$ cat src/rtl/bfs_pkg.sv
package bfs_pkg;

   // What the line carries at the current bit position
   typedef enum logic [2:0] {
      FLD_START  = 3'd0,
      FLD_DATA   = 3'd1,
      FLD_PARITY = 3'd2,
      FLD_STOP   = 3'd3,
      FLD_IDLE   = 3'd4
   } field_t;

   // Bits per frame: start, data, parity, stop, then an equal-length idle run
   function automatic int unsigned frame_bits(input int unsigned channels);
      return 2 * (channels + 3);
   endfunction

   function automatic int unsigned safe_clog2(input int unsigned v);
      return (v > 1) ? $clog2(v) : 1;
   endfunction

endpackage

$ cat src/rtl/bfs_bit_timer.sv
module bfs_bit_timer #(
   parameter int unsigned CLKS_PER_BIT = 8
) (
   input  logic clk,
   input  logic rst,
   output logic bit_first,
   output logic bit_last
);
   import bfs_pkg::*;

   localparam int unsigned CW = safe_clog2(CLKS_PER_BIT);
   localparam logic [CW-1:0] LAST = CW'(CLKS_PER_BIT - 1);
   localparam bit POW2 = ((CLKS_PER_BIT & (CLKS_PER_BIT - 1)) == 0);

   initial begin
      assert (CLKS_PER_BIT >= 2)
         else $error("bfs_bit_timer: CLKS_PER_BIT must be at least 2");
   end

   logic [CW-1:0] cnt;

   generate
      if (POW2) begin : g_wrap
         // Power-of-two period: the counter wraps on its own
         always_ff @(posedge clk) begin
            if (rst) cnt <= '0;
            else     cnt <= cnt + 1'b1;
         end
      end else begin : g_cmp
         // Other periods: explicit compare and clear
         always_ff @(posedge clk) begin
            if (rst)              cnt <= '0;
            else if (cnt == LAST) cnt <= '0;
            else                  cnt <= cnt + 1'b1;
         end
      end
   endgenerate

   assign bit_first = (cnt == '0);
   assign bit_last  = (cnt == LAST);

endmodule

$ cat src/rtl/bfs_frame_seq.sv
module bfs_frame_seq #(
   parameter int unsigned CHANNELS = 32
) (
   input  logic                                        clk,
   input  logic                                        rst,
   input  logic                                        bit_last,
   output bfs_pkg::field_t                             field,
   output logic [bfs_pkg::safe_clog2(CHANNELS)-1:0]    data_sel,
   output logic                                        at_start
);
   import bfs_pkg::*;

   localparam int unsigned FBITS = frame_bits(CHANNELS);
   localparam int unsigned IW    = safe_clog2(FBITS);
   localparam int unsigned SW    = safe_clog2(CHANNELS);

   localparam logic [IW-1:0] POS_LAST_DATA = IW'(CHANNELS);
   localparam logic [IW-1:0] POS_PARITY    = IW'(CHANNELS + 1);
   localparam logic [IW-1:0] POS_STOP      = IW'(CHANNELS + 2);
   localparam logic [IW-1:0] POS_END       = IW'(FBITS - 1);

   initial begin
      assert (CHANNELS >= 1)
         else $error("bfs_frame_seq: CHANNELS must be at least 1");
   end

   logic [IW-1:0] pos;
   logic [IW-1:0] pos_m1;

   always_ff @(posedge clk) begin
      if (rst)
         pos <= '0;
      else if (bit_last)
         pos <= (pos == POS_END) ? '0 : pos + 1'b1;
   end

   assign pos_m1   = pos - 1'b1;
   assign data_sel = SW'(pos_m1);
   assign at_start = (pos == '0);

   always_comb begin
      if (pos == '0)                field = FLD_START;
      else if (pos <= POS_LAST_DATA) field = FLD_DATA;
      else if (pos == POS_PARITY)    field = FLD_PARITY;
      else if (pos == POS_STOP)      field = FLD_STOP;
      else                           field = FLD_IDLE;
   end

endmodule

$ cat src/rtl/bfs_word_hold.sv
module bfs_word_hold #(
   parameter int unsigned CHANNELS = 32
) (
   input  logic                clk,
   input  logic                rst,
   input  logic                load,
   input  logic [CHANNELS-1:0] din,
   output logic [CHANNELS-1:0] word,
   output logic                parity
);

   always_ff @(posedge clk) begin
      if (rst)       word <= '0;
      else if (load) word <= din;
   end

   // Even parity: the XOR of the held channels makes the total ones count even
   assign parity = ^word;

endmodule

$ cat src/rtl/bkp_frame_tx.sv
module bkp_frame_tx #(
   parameter int unsigned CHANNELS     = 32,
   parameter int unsigned CLKS_PER_BIT = 8
) (
   input  logic                clk,
   input  logic                rst,
   input  logic [CHANNELS-1:0] par_in,
   output logic                ser_out,
   output logic                frame_start
);
   import bfs_pkg::*;

   localparam int unsigned SW = safe_clog2(CHANNELS);

   initial begin
      assert (CHANNELS >= 1 && CLKS_PER_BIT >= 2)
         else $error("bkp_frame_tx: illegal parameter set");
   end

   logic          bit_first;
   logic          bit_last;
   field_t        field;
   logic [SW-1:0] data_sel;
   logic          at_start;
   logic [CHANNELS-1:0] held_word;
   logic          held_parity;
   logic          line_bit;

   bfs_bit_timer #(.CLKS_PER_BIT(CLKS_PER_BIT)) u_timer (
      .clk       (clk),
      .rst       (rst),
      .bit_first (bit_first),
      .bit_last  (bit_last)
   );

   bfs_frame_seq #(.CHANNELS(CHANNELS)) u_seq (
      .clk      (clk),
      .rst      (rst),
      .bit_last (bit_last),
      .field    (field),
      .data_sel (data_sel),
      .at_start (at_start)
   );

   assign frame_start = !rst && at_start && bit_first;

   bfs_word_hold #(.CHANNELS(CHANNELS)) u_hold (
      .clk    (clk),
      .rst    (rst),
      .load   (frame_start),
      .din    (par_in),
      .word   (held_word),
      .parity (held_parity)
   );

   always_comb begin
      unique case (field)
         FLD_START:  line_bit = 1'b0;
         FLD_DATA:   line_bit = held_word[data_sel];
         FLD_PARITY: line_bit = held_parity;
         default:    line_bit = 1'b1;
      endcase
   end

   assign ser_out = rst ? 1'b1 : line_bit;

endmodule

$ cat config.mk
export PLATFORM = sky130hd
export DESIGN_NAME = bkp_frame_tx
export DESIGN_NICKNAME = d
export VERILOG_FILES = /design/src/rtl/bfs_pkg.sv /design/src/rtl/bfs_bit_timer.sv /design/src/rtl/bfs_frame_seq.sv /design/src/rtl/bfs_word_hold.sv /design/src/rtl/bkp_frame_tx.sv
export SDC_FILE = /design/constraint.sdc
export NUM_CORES = 1
export LEC_CHECK = 0
export ABC_AREA = 1
export BUFFER_PORTS_ARGS = -buffer_cell sky130_fd_sc_hd__buf_2
export CAP_MARGIN = 0
export CORE_UTILIZATION = 58
export DETAILED_ROUTE_END_ITERATION = 6
export PLACE_DENSITY_LB_ADDON = 0.12
export SYNTH_ARGS = -nofsm -noshare
export SYNTH_HDL_FRONTEND = slang
export SYNTH_SLANG_ARGS = --single-unit
$ cat constraint.sdc
create_clock -name clk -period 2.7 [get_ports clk]
set_clock_uncertainty 0.1 [all_clocks]
set_input_delay 0.54 -clock clk [delete_from_list [all_inputs] [get_ports clk]]
set_output_delay 0.54 -clock clk [all_outputs]
set_load 0.005 [all_outputs]
==> impl_metrics.py, run 1 <==
metrics = {
    "status": {
        "status": "finished clean",
    },
    "power_and_ir_drop": {
        "power_w": 0.00177,
        "power.leakage_nw": 1.63,
        "vdd_drop_max_mv": 0.289,
        "p_per_area_mw_per_mm2": 551,
    },
    "floorplan": {
        "die_height_um": 73.0,
        "dieArea_mm2": 0.00533,
        "die_w_um": 73.0,
        "floorplan.initialDensity_pct": 61.1,
        "rows": 25,
        "ios": 36,
        "core_area_mm2": 0.00479,
    },
    "sta": {
        "final_max_slew_viol_count": 0,
        "period_needed_ps": 2550,
        "fin_ws_ps": 154,
        "finalSetupViolCount": 0,
        "maxSlewHeadroom_pct": 61.8,
        "max_freq_ghz": 0.393,
        "setup_tns_ps": 0,
        "tightest_slew_ps": 567,
        "finalHoldViolations": 0,
        "fin_crit_sh_pct": 94.3,
        "rsz0062_at_grt": "no",
    },
    "logic_synthesis": {
        "synth_common_cells": "223 x nand2_1, 53 x inv_1, 42 x dfxtp_1, 38 x nand3_1, 32 x o21ai_1",
        "ys_seq_elements": 42,
        "syn_avg_cell_area_um2": 5.85,
        "netlist_instances": 500,
        "async_flop_share_pct": 0,
        "synth-edff-count": 0,
        "synth_ff_type": "dfxtp_1",
        "yosysTopAreaCell": "dfxtp_1",
        "ys_seq_area_share_pct": 28.8,
        "synth.area.top_cells": "dfxtp_1 29%, nand2_1 29%, inv_1 6.8%",
        "synth_most_common_cell": "nand2_1",
        "netlist_area_mm2": 0.00292,
        "yosysWarnings": 0,
        "synth_fp_nets": 540,
        "ys_types": 33,
        "synth_top_cell_area_share_pct": 28.8,
    },
    "global_routing": {
        "antenna_found_initial": 0,
        "track_usage_pct": 26.0,
        "grt_pass1_vias": 2713,
        "grt_overflow": 0,
        "grt_pass1_wl_um": 11100,
        "grt_max_degree": 37,
    },
    "cts": {
        "clk_latency_ps": 290,
        "cts_buffer_depth": 2,
        "clockRootBuffer": "clkbuf_8",
        "cts_buffers": 5,
        "cts_sinks": 42,
        "cts_tree": "yes",
        "clk_pin_slew_ps": 80,
        "cts.hold.buffers_added": 0,
        "htreeDepth": 2,
    },
    "min_path": {
        "hp-start": "u_timer.cnt[0]",
        "hold_class": "reg -> reg",
        "min_path_cells": 1,
        "holdPathEnd": "u_timer.cnt[0]",
    },
    "placed_design": {
        "preCtsSetupSlack_ps": 303,
        "dp_hpwl_um": 4830,
        "gp_congestion": 0.897,
        "portBuffers": 35,
    },
    "critical_path": {
        "timing.rr.start": "u_seq.pos[0]",
        "reg2reg_depth": 10,
        "critPathArrivalTime_ps": 1910,
        "cp-start-kind": "flip-flop",
        "worst-r2r-setup-slack_ps": 740,
        "cp_max_fo": 18,
        "crit_type": "reg -> out",
        "rr_endpoint": "u_hold.word[19]",
        "required_ps": 2060,
        "cp-end-kind": "primary output",
    },
    "detailed_routing": {
        "wirelength_um": 6430,
        "viasPerCell": 5.04,
        "wire_per_inst_um": 10.7,
        "post-route-drc-count": 0,
        "ant_nets": 0,
        "vias": 3021,
        "drtPass1Iterations": 5,
        "drtIter0Drc": 146,
    },
    "layout": {
        "area_delta_synth_final_pct": 10.1,
        "layout-drive-gt1-share_pct": 12.8,
        "final_nets": 571,
        "antenna_cells": 0,
    },
    "flow_run": {
        "drv_cap": 0,
    },
}
[registers in the layout (all words and copies together) (netlist names)]
register	count
u_hold.word	32
u_timer.cnt	3
u_seq.pos	7
[worst max-delay path by stage]
stage	depth (start not counted)	slack [ps]	startpoint	to
after floorplan	15	250	u_seq.pos[0]	ser_out
after global placement	13	360	u_seq.pos[0]	ser_out
after detailed placement	13	300	u_seq.pos[1]	ser_out
after CTS	15	20	u_seq.pos[0]	ser_out
after global routing	15	20	u_seq.pos[0]	ser_out
final	13	150	u_seq.pos[0]	ser_out
[power breakdown]
group	switching, W	internal (W)
clock	0.000225	0.000276
combinational	0.000334	0.000199
sequential	0.0000645	0.000674
[kinds of logic after synthesis]
group | after synthesis | synth area share, %
simple gates | 305 | 42.6
buf+inv | 74 | 11.8
compound gates | 67 | 12.5
flops | 42 | 28.8
xor+xnor | 6 | 1.80
fa+ha+maj | 6 | 2.57
[metal layers]
metal / part of all wire [%] / up-vias / track usage (%)
met5: 0 / - / 0
met2: 47 / 69 / 47.0
li1: - / 1626 / -
met4: 2.2 / 0 / 9.15
met3: 4.4 / 14 / 4.28
met1: 46 / 1312 / 30.8
[timing repair]
item	CTS	global route
setup endpoints to repair	1	1
buffers inserted	0	0
gates resized for setup	1	6
[final cells by class]
type | instances | area [µm²]
multi-input combinational | 384 | 1750
fill | 491 | 1570
sequential | 42 | 843
inverter | 59 | 225
timing repair buffer | 39 | 205
tap | 67 | 83.8
clock buffer | 6 | 72.6
clock inverter | 2 | 37.5
[cells in the final DEF (no fill, tap or decap), types with 2 or more instances in the layout]
cell type  count
ha_1           5
inv_2          5
nor2_1        29
dfxtp_2        2
inv_1         52
nand3_1       38
nand2_1      223
xor2_1         3
a21oi_2        4
clkbuf_8       5
a21oi_1       27
xnor2_1        3
nor3_1         5
dfxtp_1       40
buf_2         35
o21ai_1       32
buf_4          4
nor3b_1        2
nand2_2        2
[critical path, stage by stage, from the launching register on]
cell,delay (ps)
dfxtp_2,360
inv_4,90
ha_4,280
buf_4,150
nand3_1,90
nand3_1,90
nand3_1,80
nand2_1,60
nand2_1,40
nand3_1,110
nand2_1,60
inv_1,50
nand2_1,40
buf_2,120
[stage by stage]
stage          hold WS (ps)  cells  cell area (µm²)  util (%)
2_1_floorplan           315    500             2920         -
3_3_place_gp            334    591             3090      64.6
3_5_place_dp            338    591             3090      64.6
4_1_cts                 350    599             3200      67.0
5_1_grt                 367    599             3220      67.3
6_report                346    599             3220      67.3
(Power assumes the default switching activity.)
==> run 2, diff against run 1 <==
==> constraint.sdc (replaced) <==
create_clock -name clk -period 2.8 [get_ports clk]
set_clock_uncertainty 0.1 [all_clocks]
set_input_delay 0.56 -clock clk [delete_from_list [all_inputs] [get_ports clk]]
set_output_delay 0.56 -clock clk [all_outputs]
set_load 0.005 [all_outputs]
==> run 2 against run 1 <==
Effect of this change:
- critical path depth unchanged
- non-clock buffer count up 1
- register-to-register slack better by 120 ps
- clock power down 3%
- combinational power down 3.9%
- setup slack better by 50 ps
- largest power group unchanged
- clock-buffer cell count unchanged
- hold slack worse by 2.5 ps
==> impl_metrics.py, run 2 (synthesis gave the netlist of run 1 again) <==
metrics = {
    "status": {
        "status": "finished clean",
    },
    "sta": {
        "tightest_slew_ps": 530,
        "period_needed_ps": 2600,
        "max_freq_ghz": 0.385,
        "setup_tns_ps": 0,
        "final_max_slew_viol_count": 0,
        "fin_crit_sh_pct": 92.7,
        "finalHoldViolations": 0,
        "maxSlewHeadroom_pct": 64.3,
        "rsz0062_at_grt": "no",
        "finalSetupViolCount": 0,
    },
    "floorplan": {
        "dieArea_mm2": 0.00533,
        "die_w_um": 73.0,
        "core_area_mm2": 0.00479,
        "die_height_um": 73.0,
        "floorplan.initialDensity_pct": 61.1,
        "rows": 25,
        "ios": 36,
    },
    "detailed_routing": {
        "ant_nets": 0,
        "drtPass1Iterations": 5,
        "post-route-drc-count": 0,
        "wirelength_um": 6180,
        "wire_per_inst_um": 10.3,
        "viasPerCell": 4.97,
        "drtIter0Drc": 106,
        "vias": 2989,
    },
    "global_routing": {
        "antenna_found_initial": 0,
        "track_usage_pct": 25.0,
        "grt_overflow": 0,
        "grt_max_degree": 37,
        "grt_pass1_wl_um": 10500,
        "grt_pass1_vias": 2536,
    },
    "critical_path": {
        "rr_endpoint": "u_hold.word[17]",
        "crit_path_cell_trace": "inv_1 > ha_4 > clkinvlp_2 > nand3_1 > nand3_1 > nand3_1 > nand2_1 > nand2_1 > nand3_1 > nand2_1 > inv_1 > nand2_1 > buf_2",
        "slowest_stage": "dfxtp_2",
        "critPathMaxStageDelay_ps": 350,
        "worst-r2r-setup-slack_ps": 860,
        "reg2reg_depth": 10,
        "crit_buf_inv": 4,
        "critPathArrivalTime_ps": 1940,
        "timing.rr.start": "u_seq.pos[0]",
        "required_ps": 2140,
        "cp_max_fo": 4,
        "cp-start-kind": "flip-flop",
        "crit_type": "reg -> out",
        "crit_family": "simple AND/OR/NAND/NOR gates",
        "cp-end-kind": "primary output",
    },
    "layout": {
        "regMostFlops": "u_hold.word",
        "top_regs": "u_hold.word: 32 flops, u_seq.pos: 7 flops, u_timer.cnt: 3 flops",
        "final_common_cell": "nand2_1",
        "antenna_cells": 0,
        "largest_reg_flops": 32,
        "final_nets": 573,
        "fin_area_mm2": 0.00323,
        "layout_common_cells": "223 x nand2_1, 53 x inv_1, 40 x dfxtp_1",
        "layout-drive-gt1-share_pct": 12.7,
        "area_delta_synth_final_pct": 10.6,
    },
    "placed_design": {
        "dp_hpwl_um": 4580,
        "place_area_mm2": 0.00309,
        "gp_congestion": 0.897,
        "portBuffers": 35,
    },
    "min_path": {
        "min_path_cells": 1,
        "hp-start": "u_timer.cnt[0]",
        "holdPathEnd": "u_timer.cnt[0]",
        "hold_class": "reg -> reg",
    },
    "cts": {
        "cts.hold.buffers_added": 0,
        "cts_tree": "yes",
        "clk_latency_ps": 300,
        "cts_sinks": 42,
        "clk_pin_slew_ps": 80,
        "cts_buffers": 5,
        "htreeDepth": 2,
        "cts_buffer_depth": 2,
        "clockRootBuffer": "clkbuf_8",
    },
    "power_and_ir_drop": {
        "power_frac_comb_pct": 30.0,
        "clockPowerShare_pct": 28.3,
        "switchingPower_w": 0.000600,
        "p_sw_share_pct": 35.1,
        "seq_power_share_pct": 41.7,
        "power.leakage_nw": 1.63,
        "vdd_drop_max_mv": 0.347,
        "p_int_w": 0.00111,
        "power_w": 0.00171,
        "p_per_area_mw_per_mm2": 528,
    },
    "flow_run": {
        "drv_cap": 0,
    },
}
run 2: worst reg2reg max path: stages, from the launching register on:
cell     delay (ps)
dfxtp_2         340
inv_4           150
ha_4            190
nand2_2          60
nor2_4          100
nand3_2          70
inv_2            80
nand2_4         160
buf_4           320
o21ai_1         210
a21oi_2          40
run 2: timing repair:
action | in CTS | in global routing
endpoints found under the setup margin | 0 | 1
setup buffers | 0 | 1
resized for setup | 0 | 5
run 2: how the worst max path moves through the flow:
stage	startpoint	end	slack, ps	cells after the start
CTS	u_seq.pos[0]	ser_out	60	13
global placement	u_seq.pos[0]	ser_out	440	13
floorplan	u_seq.pos[0]	ser_out	330	15
finish	u_seq.pos[1]	ser_out	200	13
global route	u_seq.pos[0]	ser_out	6	14
detailed placement	u_seq.pos[0]	ser_out	400	13
run 2: metrics by stage:
| step | utilization [%] | cells | hold slack [ps] | setup slack, ps |
|---|---|---|---|---|
| floorplan | - | 500 | 315 | 329 |
| global placement | 64.6 | 591 | 334 | 441 |
| detailed placement | 64.6 | 591 | 337 | 403 |
| CTS | 66.9 | 599 | 349 | 61.5 |
| global route | 67.6 | 601 | 369 | 6.16 |
| finish | 67.6 | 601 | 344 | 204 |
run 2: area by class of cell:
class | count | area [µm²]
tap | 67 | 83.8
timing repair buffer | 40 | 213
inverter | 59 | 228
multi-input combinational | 384 | 1750
fill | 484 | 1550
clock inverter | 2 | 37.5
clock buffer | 6 | 72.6
sequential | 42 | 843
timing repair inverter | 1 | 5.00
run 2: metal layers:
layer | part of all wire (%) | wire length, µm | global-route usage [%] | vias to the layer above
met5 | 0 | 0 | 0 | -
li1 | - | - | - | 1638
met3 | 3.2 | 198 | 4.97 | 4
met1 | 49 | 3050 | 31.2 | 1300
met4 | 0.97 | 60 | 7.84 | 0
met2 | 46 | 2860 | 43.2 | 47
run 2: power groups by stage:
stage               combinational, W  sequential, W  clock [W]
finish                      0.000512       0.000712   0.000484
global route                0.000598       0.000720   0.000524
CTS                         0.000511       0.000711   0.000494
detailed placement          0.000508       0.000724          0
global placement            0.000491       0.000723          0
floorplan                   0.000430       0.000702          0
